--- src/rtl/card_col_timer.sv ---
module card_col_timer #(
  parameter int DLY_W     = 12,
  parameter int COL_W     = 7,
  parameter int DATA_COLS = 80,
  parameter int EOC_COL   = 86
) (
  input  logic             clk,
  input  logic             rst,
  input  logic             pick,
  input  logic             tooth,
  input  logic             dark,
  input  logic             ph_c,
  input  logic             ph_d,
  output logic             st_c,
  output logic             st_d,
  output logic             im,
  output logic             reading,
  output logic [COL_W-1:0] col,
  output logic             at_col0,
  output logic             at_col81,
  output logic             at_col84,
  output logic             at_eoc
);
  localparam int STOP_I  = DATA_COLS + 1;
  localparam int TRAIL_I = DATA_COLS + 4;
  localparam logic [COL_W-1:0] K_STOP  = STOP_I[COL_W-1:0];
  localparam logic [COL_W-1:0] K_TRAIL = TRAIL_I[COL_W-1:0];
  localparam logic [COL_W-1:0] K_EOC   = EOC_COL[COL_W-1:0];
  localparam logic [DLY_W-1:0] DLY_MAX = {DLY_W{1'b1}};
  localparam logic [DLY_W-1:0] ONE     = DLY_W'(1);

  typedef enum logic [1:0] {G_OFF, G_C, G_D} gate_t;

  gate_t            gate;
  logic             tooth_q, dark_q, tmr_on, im_en;
  logic [DLY_W-1:0] meas, dly, tmr;

  wire tooth_rise = tooth & ~tooth_q;
  wire dark_rise  = dark & ~dark_q;
  wire expire     = tooth_rise ? (dly == '0) : (tmr_on && tmr <= ONE);

  assign st_c     = reading & (gate == G_C) & ph_c;
  assign st_d     = reading & (gate == G_D) & ph_d;
  assign im       = st_c & im_en;
  assign at_col0  = reading & (col == '0);
  assign at_col81 = (col == K_STOP);
  assign at_col84 = (col == K_TRAIL);
  assign at_eoc   = (col == K_EOC);

  always_ff @(posedge clk) begin
    if (rst) begin
      tooth_q <= 1'b0;
      dark_q  <= 1'b0;
      meas    <= '0;
      dly     <= '0;
      tmr     <= '0;
      tmr_on  <= 1'b0;
      gate    <= G_OFF;
      reading <= 1'b0;
      col     <= '0;
      im_en   <= 1'b0;
    end else begin
      tooth_q <= tooth;
      dark_q  <= dark;
      if (tooth_rise)
        meas <= ONE;
      else if (meas != DLY_MAX)
        meas <= meas + ONE;

      if (pick) begin
        reading <= 1'b0;
        col     <= '0;
        gate    <= G_OFF;
        tmr_on  <= 1'b0;
        im_en   <= 1'b0;
      end else if (!reading) begin
        if (dark_rise) begin
          reading <= 1'b1;
          col     <= '0;
          dly     <= meas;
          gate    <= G_OFF;
          tmr_on  <= 1'b0;
          im_en   <= 1'b0;
        end
      end else if (col == K_EOC) begin
        reading <= 1'b0;
        gate    <= G_OFF;
        tmr_on  <= 1'b0;
      end else begin
        if (tooth_rise) begin
          tmr    <= dly;
          tmr_on <= (dly != '0);
        end else if (tmr_on) begin
          if (tmr <= ONE) tmr_on <= 1'b0;
          else            tmr    <= tmr - ONE;
        end

        if (expire)
          gate <= G_C;
        else begin
          case (gate)
            G_C:     if (ph_c) gate <= G_D;
            G_D:     if (ph_d) gate <= G_OFF;
            default: gate <= G_OFF;
          endcase
        end

        if (st_d) col <= col + 1'b1;

        if (st_d && col == '0)  im_en <= 1'b1;
        else if (col == K_STOP) im_en <= 1'b0;
      end
    end
  end
endmodule

--- config.mk ---
export PLATFORM = sky130hd
export DESIGN_NAME = card_col_timer
export DESIGN_NICKNAME = d
export VERILOG_FILES = /design/src/rtl/card_col_timer.sv
export SDC_FILE = /design/constraint.sdc
export NUM_CORES = 1
export LEC_CHECK = 0
export BUFFER_PORTS_ARGS = -buffer_cell sky130_fd_sc_hd__buf_2
export CELL_PAD_IN_SITES_DETAIL_PLACEMENT = 1
export CELL_PAD_IN_SITES_GLOBAL_PLACEMENT = 1
export CORE_MARGIN = 2
export CORE_UTILIZATION = 46
export CTS_BUF_LIST = sky130_fd_sc_hd__clkbuf_4 sky130_fd_sc_hd__clkbuf_8
export DETAILED_ROUTE_END_ITERATION = 16
export PLACE_DENSITY_LB_ADDON = 0.1
export SLEW_MARGIN = 20
export SYNTH_ARGS = -nofsm -noshare
export SYNTH_HDL_FRONTEND = slang
export SYNTH_SLANG_ARGS = --single-unit
--- constraint.sdc ---
create_clock -name clk -period 3 [get_ports clk]
set_clock_uncertainty 0.2 [all_clocks]
set_input_delay 0.3 -clock clk [delete_from_list [all_inputs] [get_ports clk]]
set_output_delay 0.3 -clock clk [all_outputs]
set_load 0.005 [all_outputs]
==> results.cfg <==
[sta]
worstMarginPinSlew_ns = 0.5990
setup_ws_ns = 0.5882
max_slew_margin_pct = 60.06
drv_slew = 0
period_minus_slack_ns = 2.412
finalCritPeriodShare_pct = 80.39
hold_viol_final = 0
setup_tns_ns = 0
setup_violations = 0
rsz0062_at_grt = false
max_freq_ghz = 0.4146

[placed_design]
place_area_mm2 = 0.002764
hpwl_um = 4713
gp_congestion = 0.7855
io_buffers = 21
dp_slack_ns = 0.6166

[logic_synthesis]
netlist.top_cell.by_area = dfxtp_1
seq_area_frac_synth_pct = 38.42
synth_seq_cells = 50
synthFlopType = dfxtp_1
synth_top_area_share_pct = 38.42
synthCells = 329
syn_nets = 343
synth_warnings = 0
synth_edf_count = 0
yosysMostFrequentCell = nand2_1
netlist_area_mm2 = 0.002605
async_reset_ff_share_pct = 0
synth_cell_types = 53
synth_area_per_cell_um2 = 7.918
synthTopCellsByCount = nand2_1, dfxtp_1, nor2_1
synthTopCellsByArea = dfxtp_1, nand2_1, a21oi_1, nor2_1, ha_1

[final_layout]
nFillCells = 698
drive_gt1_share_pct = 14.74
layout.nets = 359
postLayoutCellArea_mm2 = 0.002854
antenna-diode-count = 0
utilization_pct = 52.15
area_growth_pct = 9.558

[detailed_routing]
first_pass_iters = 4
postRouteAntennaNets = 0
wl_per_cell_um = 15.30
viasPerCell = 5.612
dr.first_iter.drc_count = 128
via_count = 2346
drt-total-wl_um = 6396
remaining_drc_errors = 0

[cts]
cts-root-buf = clkbuf_8
cts.sinks = 50
cts_tree = done
clk_latency_ns = 0.31
max-clock-path-buffers = 2
numCtsBuffers = 5
ctsResizeCount = 0
post-cts-setup-buffer-count = 0
htreeDepth = 2
ctsHoldBuffers = 0
clk_pin_slew_worst_paths_ns = 0.09

[global_routing]
grt_first_pass_wirelength_um = 11000
antenna_found_initial = 0
grt_use_total_pct = 21.96
grt_start_max_net_pins = 29
grt.overflow.total = 0
grt_pass1_vias = 2284

[job]
cap_violations = 0

[worst_setup_path]
reg2reg_slack_ns = 0.59
ff2ff_path_depth = 5
cp.arrival_ns = 2.45
cp_max_fo = 11
cp-end-kind = register
cp.required_ns = 3.04
rr_startpoint = tmr[4]
worstSetupPathType = register to register
startpoint_type = register
r2r_end = tmr[4]

[die]
core_area_mm2 = 0.005473
start_util_pct = 47.60
rows = 27
dieHeight_um = 79.26
ios = 22
die_x_um = 79.26
die-area_mm2 = 0.006281

[power_and_ir_drop]
power_uw = 1174
power.leakage_uw = 0.001071
powerDensity_mw_per_mm2 = 411.4
ir_drop_uv = 194.2

[min_path]
hold_end = tooth_q
min_from = tooth
hp-class = primary input to register
holdPathStages = 2

[outcome]
outcome = finished clean
## placed cells by master, fill, tap and decap left out, drive strengths merged, types with 3 or more instances in the layout
cell type | netlist | layout
nand3 | 5 | 5
and3 | 6 | 6
clkbuf | 13 | 5
nand4 | 7 | 7
and2 | 5 | 5
nor2b | 3 | 3
xor2 | 6 | 6
nor2 | 34 | 34
buf | 3 | 25
nor3 | 7 | 7
nand2 | 58 | 58
nand2b | 8 | 8
dfxtp | 50 | 50
inv | 6 | 6
or4 | 4 | 4
a21oi | 39 | 39
o211a | 3 | 3
nand3b | 5 | 5
o211ai | 3 | 3
o21ai | 17 | 17
nor4 | 3 | 3
xnor2 | 8 | 8
ha | 7 | 7
## cell families (layout without fill, tap and decap cells)
logic type	after synthesis	in the layout	synth area share, %
adder cells (fa/ha/maj)	7	7	3.362
flip-flops	50	50	38.42
AND/OR/NAND/NOR	156	156	29.54
XOR/XNOR	14	14	4.707
AO/OA/AOI/OAI	79	79	20.08
multiplexers	1	1	0.3843
buffers and inverters	22	39	3.506
## metal layers
layer	part of all wire (%)	routed length (um)	vias to the layer above	GRT usage, %
li1	-	-	1178	-
met5	0	0	-	0
met1	47	3034	1126	28.02
met2	49	3116	36	38.05
met3	2.7	173	6	3.864
met4	1.1	72	0	6.034
## area by class of cell
type	count	area, um2	area share, %
Clock buffer	5	68.82	2.411
Clock inverter	3	21.27	0.7453
Sequential cell	50	1001	35.07
Multi-Input combinational cell	257	1515	53.09
Inverter	6	22.52	0.7891
Tap cell	72	90.09	3.157
Timing Repair Buffer	25	135.1	4.735
## metrics by stage
step | instances | hold WS (ns)
after global placement | 410 | 0.2635
after detailed placement | 410 | 0.2655
after CTS | 418 | 0.03631
final | 418 | 0.04412
after global routing | 418 | 0.05983
after floorplan | 329 | 0.2282
## power by group
group          total [uW]  internal [uW]  switching (uW)
Combinational        95.2           32.4            62.8
Sequential            679            670            8.61
Clock                 400            164             236
Total                1170            867             307
## registers in the layout, indices dropped and copies added (netlist names), 2 cells and up
name	count
dly	12
meas	12
tmr	12
col	7
gate	2
## how the worst max path moves through the flow
stage	from	endpoint	slack [ns]	depth (start not counted)
6_report	tmr[4]	tmr[4]	0.59	5
5_1_grt	tmr[4]	tmr[5]	0.45	5
4_1_cts	tmr[4]	tmr[4]	0.59	5
3_5_place_dp	tmr[4]	tmr[4]	0.62	5
3_3_place_gp	tmr[4]	tmr[2]	0.67	5
2_1_floorplan	tmr[4]	tmr[10]	0.88	6
## worst max-delay path, stage by stage, from the launching register on
cell,delay [ns]
dfxtp_1,0.38
or3_4,0.43
or4_4,0.50
o211ai_2,0.50
o21ai_1,0.19
a21oi_2,0.16
(Power assumes the default switching activity.)
